File: src/rtl/scl_tmo_pkg.sv
// Shared constants and threshold decode for the SCL timeout watch.
// Assumes: thresholds are whole multiples of a base count, except the
// longest low threshold, which is given on its own.
package scl_tmo_pkg;

    // Smallest threshold, in prescaled ticks
    localparam int unsigned TMO_BASE = 40;
    // Longest low threshold, in prescaled ticks
    localparam int unsigned TMO_LONG = 1024;

    // Which of the two watchers a decoder serves
    typedef enum logic {
        WATCH_IDLE = 1'b0,
        WATCH_LOW  = 1'b1
    } watch_kind_e;

endpackage

File: src/rtl/scl_tmo_limit.sv
// Threshold decoder: turns a select code into a tick count limit.
// A limit of zero means the watcher is disabled.
// Assumes: codes 1..4 double the base count each step; on the low
// watcher, code 5 gives LONG and any code above 5 disables.
module scl_tmo_limit #(
    parameter scl_tmo_pkg::watch_kind_e KIND = scl_tmo_pkg::WATCH_IDLE,
    parameter int unsigned SEL_W = 2,
    parameter int unsigned CNT_W = 11,
    parameter int unsigned BASE  = 40,
    parameter int unsigned LONG  = 1024
) (
    input  logic [SEL_W-1:0] sel,
    output logic [CNT_W-1:0] limit
);
    localparam logic [CNT_W-1:0] BASE_C = CNT_W'(BASE);
    localparam logic [CNT_W-1:0] LONG_C = CNT_W'(LONG);

    generate
        if (KIND == scl_tmo_pkg::WATCH_IDLE) begin : g_idle
            // Idle decode: 0 off, then base doubled per step
            always_comb begin
                if (sel == '0) begin
                    limit = '0;
                end else begin
                    limit = BASE_C << (sel - SEL_W'(1));
                end
            end
        end else begin : g_low
            // Low decode: 0 off, 1..4 doubled base, 5 long, rest off
            always_comb begin
                unique case (int'(sel))
                    1, 2, 3, 4: limit = BASE_C << (sel - SEL_W'(1));
                    5:          limit = LONG_C;
                    default:    limit = '0;
                endcase
            end
        end
    endgenerate

endmodule

File: src/rtl/scl_tmo_count.sv
// Saturating stall counter. Counts ticks while running, returns to zero
// on restart or when disabled, and holds once the limit is reached.
// hit is high for the one clock whose tick brings the count to limit.
// Assumes: limit may change at any time; a count above a new limit holds.
module scl_tmo_count #(
    parameter int unsigned CNT_W = 11
) (
    input  logic             clk,
    input  logic             rst_n,
    input  logic             tick,
    input  logic             restart,
    input  logic [CNT_W-1:0] limit,
    output logic             hit
);
    logic [CNT_W-1:0] cnt;
    logic             enabled;
    logic             below;

    assign enabled = (limit != '0);
    assign below   = (cnt < limit);

    // Count qualifying ticks, clear on restart or disable, hold at limit
    always_ff @(posedge clk) begin
        if (!rst_n) begin
            cnt <= '0;
        end else if (restart || !enabled) begin
            cnt <= '0;
        end else if (tick && below) begin
            cnt <= cnt + CNT_W'(1);
        end
    end

    // Report the single tick that reaches the limit
    always_comb begin
        hit = enabled && !restart && tick && (cnt == (limit - CNT_W'(1)));
    end

endmodule

File: src/rtl/scl_tmo_flag.sv
// Sticky event flag with write-one set and clear strobes.
// Assumes: set and hardware hit both win over clear in the same cycle.
module scl_tmo_flag (
    input  logic clk,
    input  logic rst_n,
    input  logic hit,
    input  logic set_s,
    input  logic clr_s,
    output logic flag
);
    // Hold the flag; set sources win over clear
    always_ff @(posedge clk) begin
        if (!rst_n) begin
            flag <= 1'b0;
        end else if (hit || set_s) begin
            flag <= 1'b1;
        end else if (clr_s) begin
            flag <= 1'b0;
        end
    end

endmodule

File: src/rtl/scl_timeout_watch.sv
// SCL timeout watch: two stall detectors (bus idle with SCL high, and
// SCL held low) on a prescaled tick, each with sticky flag and strobes,
// plus a one-cycle force-idle request on idle stall.
// Assumes: scl is already synchronised; tick is a one-cycle pulse.
module scl_timeout_watch #(
    parameter int unsigned IDLE_SEL_W = 2,
    parameter int unsigned LOW_SEL_W  = 3,
    parameter int unsigned BASE_TICKS = scl_tmo_pkg::TMO_BASE,
    parameter int unsigned LONG_TICKS = scl_tmo_pkg::TMO_LONG
) (
    input  logic                  clk,
    input  logic                  rst_n,
    input  logic                  tick,
    input  logic                  scl,
    input  logic                  bus_busy,
    input  logic [IDLE_SEL_W-1:0] idle_sel,
    input  logic [LOW_SEL_W-1:0]  low_sel,
    input  logic                  go_idle_en,
    input  logic                  idle_set,
    input  logic                  idle_clr,
    input  logic                  low_set,
    input  logic                  low_clr,
    output logic                  idle_flag,
    output logic                  low_flag,
    output logic                  force_idle
);
    localparam int unsigned MAX_SHIFTED = BASE_TICKS << ((1 << IDLE_SEL_W) - 2);
    localparam int unsigned MAX_LIMIT   = (MAX_SHIFTED > LONG_TICKS) ? MAX_SHIFTED
                                        : ((BASE_TICKS << 3) > LONG_TICKS ? (BASE_TICKS << 3)
                                                                          : LONG_TICKS);
    localparam int unsigned CNT_W       = $clog2(MAX_LIMIT + 1);

    logic             scl_q;
    logic             scl_edge;
    logic             idle_restart;
    logic             low_restart;
    logic [CNT_W-1:0] idle_limit;
    logic [CNT_W-1:0] low_limit;
    logic             idle_hit;
    logic             low_hit;

    // Remember last SCL level to spot edges; bus rests high
    always_ff @(posedge clk) begin
        if (!rst_n) begin
            scl_q <= 1'b1;
        end else begin
            scl_q <= scl;
        end
    end

    // Restart conditions for each watcher
    always_comb begin
        scl_edge     = (scl != scl_q);
        idle_restart = !(bus_busy && scl) || scl_edge;
        low_restart  = scl;
    end

    scl_tmo_limit #(
        .KIND  (scl_tmo_pkg::WATCH_IDLE),
        .SEL_W (IDLE_SEL_W),
        .CNT_W (CNT_W),
        .BASE  (BASE_TICKS),
        .LONG  (LONG_TICKS)
    ) u_idle_limit (
        .sel   (idle_sel),
        .limit (idle_limit)
    );

    scl_tmo_limit #(
        .KIND  (scl_tmo_pkg::WATCH_LOW),
        .SEL_W (LOW_SEL_W),
        .CNT_W (CNT_W),
        .BASE  (BASE_TICKS),
        .LONG  (LONG_TICKS)
    ) u_low_limit (
        .sel   (low_sel),
        .limit (low_limit)
    );

    scl_tmo_count #(.CNT_W(CNT_W)) u_idle_cnt (
        .clk     (clk),
        .rst_n   (rst_n),
        .tick    (tick),
        .restart (idle_restart),
        .limit   (idle_limit),
        .hit     (idle_hit)
    );

    scl_tmo_count #(.CNT_W(CNT_W)) u_low_cnt (
        .clk     (clk),
        .rst_n   (rst_n),
        .tick    (tick),
        .restart (low_restart),
        .limit   (low_limit),
        .hit     (low_hit)
    );

    scl_tmo_flag u_idle_flag (
        .clk   (clk),
        .rst_n (rst_n),
        .hit   (idle_hit),
        .set_s (idle_set),
        .clr_s (idle_clr),
        .flag  (idle_flag)
    );

    scl_tmo_flag u_low_flag (
        .clk   (clk),
        .rst_n (rst_n),
        .hit   (low_hit),
        .set_s (low_set),
        .clr_s (low_clr),
        .flag  (low_flag)
    );

    // Single-cycle request to send the bus state machine to idle
    always_ff @(posedge clk) begin
        if (!rst_n) begin
            force_idle <= 1'b0;
        end else begin
            force_idle <= idle_hit && go_idle_en;
        end
    end

endmodule

File: config.mk
export PLATFORM = sky130hd
export DESIGN_NAME = scl_timeout_watch
export DESIGN_NICKNAME = d
export VERILOG_FILES = /design/src/rtl/scl_tmo_pkg.sv /design/src/rtl/scl_tmo_limit.sv /design/src/rtl/scl_tmo_count.sv /design/src/rtl/scl_tmo_flag.sv /design/src/rtl/scl_timeout_watch.sv
export SDC_FILE = /design/constraint.sdc
export NUM_CORES = 1
export LEC_CHECK = 0
export BUFFER_PORTS_ARGS = -buffer_cell sky130_fd_sc_hd__buf_4
export CAP_MARGIN = 20
export CORE_MARGIN = 2
export CORE_UTILIZATION = 53
export DETAILED_ROUTE_END_ITERATION = 10
export GPL_TIMING_DRIVEN = 1
export PLACE_DENSITY = 0.79
export SKIP_LAST_GASP = 1
export SLEW_MARGIN = 40
export SYNTH_ARGS = -nofsm -noshare
export SYNTH_HDL_FRONTEND = slang
export SYNTH_SLANG_ARGS = --single-unit
File: constraint.sdc
create_clock -name clk -period 2.2 [get_ports clk]
set_clock_uncertainty 0.2 [all_clocks]
set_input_delay 0.22 -clock clk [delete_from_list [all_inputs] [get_ports clk]]
set_output_delay 0.22 -clock clk [all_outputs]
set_load 0.01 [all_outputs]
# ---- Word-level counts from Yosys, hierarchy flattened
# Cells that the tools add are included.
# W data, S select, Z words.
dict set report totals {
  reg_bits 26
  wordCells 59
}
dict set report classes {
  addsub 6
  magnitude_cmp 2
  eq_ne 8
  shifts 2
  muxes 6
  bitwise_logic 1
  reduce_logical 28
}
# op count
set op_table {}
lappend op_table {{$add A11 B1 Y11 const B} 2}
lappend op_table {{$eq A11 B11 Y1} 2}
lappend op_table {{$lt A11 B11 Y1} 2}
lappend op_table {{$pmux W11 S2} 1}
lappend op_table {{$reduce_bool A11 Y1} 2}
lappend op_table {{$sub A11 B1 Y11 const B} 2}
lappend op_table {{$mux W11} 1}
lappend op_table {{$shl A6 B2 Y11 const A} 1}
lappend op_table {{$shl A6 B3 Y11 const A} 1}
lappend op_table {{$logic_and A1 B1 Y1} 10}
lappend op_table {{$eq A3 B2 Y1 const B} 2}
lappend op_table {{$eq A3 B3 Y1 const B} 2}
lappend op_table {{$logic_not A1 Y1} 5}
lappend op_table {{$logic_or A1 B1 Y1} 5}
lappend op_table {{$mux W1} 4}
lappend op_table {{$reduce_bool A2 Y1} 2}
lappend op_table {{$reduce_or A2 Y1} 2}
lappend op_table {{$reduce_or A4 Y1} 1}
lappend op_table {{$eq A3 B1 Y1 const B} 1}
lappend op_table {{$sub A3 B1 Y3 const B} 1}
lappend op_table {{$logic_not A2 Y1} 1}
lappend op_table {{$sub A2 B1 Y2 const B} 1}
lappend op_table {{$ne A1 B1 Y1} 1}
lappend op_table {{$not A1 Y1} 1}

# ---- Logic depth before layout (Yosys ltp)
dict set report logic_depth {
  word_depth 9
  mapped_depth 9
  ltp_nobuf 9
}

# ---- Cells and area by module
# From an unflattened synthesis, not the netlist that was laid out.
dict set report hier_totals {
  cells_unflattened 339
  hier_area_um2 2665.1
}
# module n_inst cells_per_inst area_per_inst_um2
set modules_own_cells {}
lappend modules_own_cells {{scl_tmo_count at u_idle_cnt} 1 155 1199.9}
lappend modules_own_cells {{scl_tmo_count at u_low_cnt} 1 148 1162.4}
lappend modules_own_cells {{scl_tmo_limit at u_low_limit} 1 13 92.6}
lappend modules_own_cells {{scl_tmo_limit at u_idle_limit} 1 12 82.6}
lappend modules_own_cells {scl_tmo_flag 2 3 35.0}
lappend modules_own_cells {scl_timeout_watch 1 5 57.6}

# ---- Worst setup path after synthesis
# No wires, ideal clock.
dict set report synth_path {
  path_kind {input -> register}
  from {input port low_sel[2]}
  to {register u_low_cnt.cnt[4]}
  setup_time_ns 0.119
  t_arrival_ns 2.078
  required_ns 1.881
  path_slack_ns -0.196
  stages 9
  cell_sequence {clkbuf_1 nor2b_1 nand2b_1 ha_1 o211ai_1 a2111oi_4 nor4b_1 nand3_1 mux2i_1}
}
dict set report synth_via {
  elab_chain_len 7
}
# element line
set synth_lines {}
lappend synth_lines {{start: declaration} scl_timeout_watch.sv:17} ;# input logic [LOW_SEL_W-1:0] low_sel,
lappend synth_lines {{$sub A3 B1 Y3, or another cell as far along} scl_tmo_limit.sv:32} ;# 1, 2, 3, 4: limit = BASE_C << (sel - SEL_W'(1));
lappend synth_lines {{$shl A6 B3 Y11 / $reduce_or A4 Y1 (equally long branches)} {scl_tmo_limit.sv:32, scl_tmo_limit.sv:31}}
lappend synth_lines {{$pmux W11 S2 (*)} scl_tmo_limit.sv:31} ;# unique case (int'(sel))
lappend synth_lines {{branches (longest 4 deep; another with $lt A11 B11 Y1)} n/a}
lappend synth_lines {{end signal: assignment} scl_tmo_count.sv:29} ;# cnt <= cnt + CNT_W'(1);
lappend synth_lines {{end: declaration} scl_tmo_count.sv:15} ;# logic [CNT_W-1:0] cnt;
# Mark *: on every way between the ends.
# A chain may end at the register's enable or synchronous reset.

# ---- Worst setup path after layout
dict set report layout_path {
  from {register u_low_cnt.cnt[5]}
  to {register u_low_cnt.cnt[9]}
}
dict set report layout_via {
  elab_chain_len 2
}
# element line
set layout_lines {}
lappend layout_lines {{$lt A11 B11 Y1} scl_tmo_count.sv:20} ;# assign below = (cnt < limit);
lappend layout_lines {{$logic_and A1 B1 Y1} scl_tmo_count.sv:28} ;# end else if (tick && below) begin
# Several ways; a longest one is shown, not always the timed one.

==> impl_metrics.env <==
export IMPL_overflow=0
export IMPL_synth_area_um2=1840
export IMPL_grt_pass1_wl_um=7360
export IMPL_min_path_cells=4
export IMPL_min_from="idle_clr"
export IMPL_min_path_type="input pin to register"
export IMPL_dr_pass1_iters=4
export IMPL_gp_congestion=0.862
export IMPL_n_antenna_cell=0
export IMPL_start_util_pct=55.1
export IMPL_synth_avg_cell_area_um2=8.32
export IMPL_fin_crit_sh_pct=97.0
export IMPL_power_leakage_nw=1.01
export IMPL_nets=314
export IMPL_fmax_mhz=469
export IMPL_dieArea_um2=3960
export IMPL_routed_wire_length_per_instance_um=13.7
export IMPL_cap_violations=0
export IMPL_pre_cts_ws_ps=-228
export IMPL_path_cells="ha_1 > o211ai_1 > a2111oi_4 > buf_6 > nor4_4 > a311o_1 > nand2_1"
export IMPL_layout_setup_ws_ps=65.8
export IMPL_grt_max_degree=16
export IMPL_drt_iter0_drc=131
export IMPL_std_cell_rows=21
export IMPL_rsz0062_at_grt="yes"
export IMPL_fillerInstances=248
export IMPL_first_global_vias=1676
export IMPL_numCtsBuffers=3
export IMPL_ios=18
export IMPL_period_needed_ps=2130
export IMPL_antenna_found_initial=0
export IMPL_antenna_left=0
export IMPL_port_buffers=17
export IMPL_syn_instance_count=221
export IMPL_power_density_nw_per_um2=412
export IMPL_cpMaxStageDelayCell="a2111oi_4"
export IMPL_slowest_delay_ps=430
export IMPL_async_flop_share_pct=0
export IMPL_reg2reg_from="u_low_cnt.cnt[5]"
export IMPL_clock_sinks=26
export IMPL_layout_drive_gt1_share_pct=24.0
export IMPL_cts_clk_slew_worst_paths_ps=150
export IMPL_hold_viol=0
export IMPL_synth_edf_count=0
export IMPL_path_depth=7
export IMPL_crit_fanout=6
export IMPL_fin_setup_tns_ps=0
export IMPL_startpoint_type="register"
export IMPL_clk_latency_ps=340
export IMPL_synthFlopType="dfxtp_1"
export IMPL_dp_hpwl_um=3220
export IMPL_avgViaCountPerCell=5.56
export IMPL_cp_arrival_ps=2230
export IMPL_syn2layout_area_growth_pct=31.9
export IMPL_drc=0
export IMPL_core_um2=3340
export IMPL_cts_htree_levels=1
export IMPL_seq_area_frac_synth_pct=28.3
export IMPL_synthDistinctLibCells=45
export IMPL_r2r_cells=7
export IMPL_worst_path_buf_inv=1
export IMPL_crit_start="u_low_cnt.cnt[5]"
export IMPL_outcome="finished clean"
export IMPL_synth_seq_cells=26
export IMPL_yosys_warnings=0
export IMPL_dieHeight_um=62.9
export IMPL_finalSetupViolCount=0
export IMPL_cpLargestDelayFamily="compound AO/OA/AOI/OAI gates"
export IMPL_wl_um=4390
export IMPL_die_w_um=62.9
export IMPL_cts_buffer_depth=2
export IMPL_cts_root_buffer="clkbuf_4"
export IMPL_vias=1784
export IMPL_post_cts_setup_buffer_count=0
export IMPL_slew_viol_final=0
export IMPL_cts_tree="done"
export IMPL_end_kind="register"
export IMPL_peakVddDrop_uv=222
export IMPL_worstPathRequired_ps=2300
export IMPL_path_class="register to register"
export IMPL_groute_usage_overall_pct=22.7
-- what timing repair did --
action / CTS / global route
setup endpoints to repair: 0 / 9
endpoints found under the hold margin: 5 / 0
hold buffers: 7 / 0
resized for setup: 0 / 5
-- final cells by class --
class / count / area (um^2) / area share (%)
clock buffer: 3 / 22.5 / 0.929
clock inverter: 1 / 30.0 / 1.24
inverter: 11 / 41.3 / 1.70
multi-input combinational: 180 / 1330 / 54.7
sequential: 26 / 520 / 21.5
tap: 46 / 57.6 / 2.37
timing repair buffer: 54 / 427 / 17.6
-- cells in the final DEF, fill, tap and decap left out, drive strengths merged, types with 2 or more instances in the layout --
cell / netlist / final
nor4: 3 / 3
o2111ai: 2 / 2
nor2b: 4 / 4
nor4b: 4 / 4
buf: 1 / 47
and3: 4 / 4
nand2b: 5 / 5
o31ai: 2 / 2
nand2: 21 / 21
nor3b: 3 / 3
nand4b: 3 / 3
dlygate4sd3: 0 / 7
xor2: 2 / 2
nand3: 7 / 7
nor2: 28 / 28
ha: 23 / 23
a21oi: 12 / 12
clkbuf: 4 / 3
dfxtp: 26 / 26
o211ai: 2 / 2
conb: 1 / 2
nor3: 8 / 8
xnor2: 16 / 16
nand4: 5 / 5
o21ai: 5 / 5
inv: 11 / 11
a31oi: 2 / 2
mux2i: 3 / 3
-- where the power goes --
group / switching, W / internal, W / total [W]
logic: 0.0000865 / 0.0000890 / 0.000175
registers: 0.00000280 / 0.000476 / 0.000479
clock network: 0.000159 / 0.000185 / 0.000344
-- synthesized netlist by cell type, drive strengths merged, types with 2 or more instances --
cell / instances / area, um^2
nand2: 21 / 78.8
inv: 11 / 41.3
o2111ai: 2 / 17.5
clkbuf: 4 / 15.0
o31ai: 2 / 15.0
nand3: 7 / 35.0
nand4: 5 / 31.3
o21ai: 5 / 25.0
and3: 4 / 25.0
nor2: 28 / 105
nor3b: 3 / 27.5
nor4: 3 / 33.8
ha: 23 / 288
nand4b: 3 / 26.3
nand2b: 5 / 31.3
xnor2: 16 / 140
a31oi: 2 / 12.5
nor3: 8 / 40.0
a21oi: 12 / 60.1
mux2i: 3 / 30.0
dfxtp: 26 / 521
nor4b: 4 / 41.3
nor2b: 4 / 25.0
xor2: 2 / 17.5
o211ai: 2 / 15.0
-- state kept, by name, summed over array words and instances, names as in the netlist --
signal,count
u_idle_flag.flag,1
scl_q,1
u_low_cnt.cnt,11
u_idle_cnt.cnt,11
force_idle,1
u_low_flag.flag,1
-- per-stage QoR --
stage / std cells / hold slack, ps / area (um^2) / total power, W / util [%]
2_1_floorplan: 222 / 134 / 1900 / 0.000583 / -
3_3_place_gp: 310 / 238 / 2270 / 0.000641 / 68.1
3_5_place_dp: 310 / 246 / 2270 / 0.000646 / 68.1
4_1_cts: 321 / 24.2 / 2400 / 0.000989 / 71.8
5_1_grt: 321 / 46.3 / 2420 / 0.00104 / 72.6
6_report: 321 / 17.7 / 2420 / 0.000998 / 72.6
-- metal layers --
layer  global-route usage [%]  wire length, um
met3                     3.06              263
met4                     6.11               66
met2                     37.5             2010
met1                     30.9             2040
met5                        0                0
-- logic make-up (layout without fill, tap and decap cells) --
kind of cell	after synthesis	count (layout)	synth area share, %
AND/OR/NAND/NOR	101	101	29.7
flip-flops	26	26	28.3
AO/OA/AOI/OAI	33	33	12.5
XOR/XNOR	18	18	8.58
buffers and inverters	16	69	3.34
adder cells (fa/ha/maj)	23	23	15.7
other	1	2	0.204
multiplexers	3	3	1.63
-- path summary, 6_finish.rpt --
| path | slack, ps | to |
|---|---|---|
| max | 70 | u_low_cnt.cnt[9] |
| min | 20 | u_idle_flag.flag |
| max reg2reg | 70 | u_low_cnt.cnt[9] |
| min reg2reg | 320 | u_idle_cnt.cnt[9] |
-- tightest hold or removal path, stage by stage --
cell,delay [ps]
buf_4,70
inv_1,30
a21oi_1,120
a21boi_0,80
Note: power is estimated with default switching activity, not from simulation.
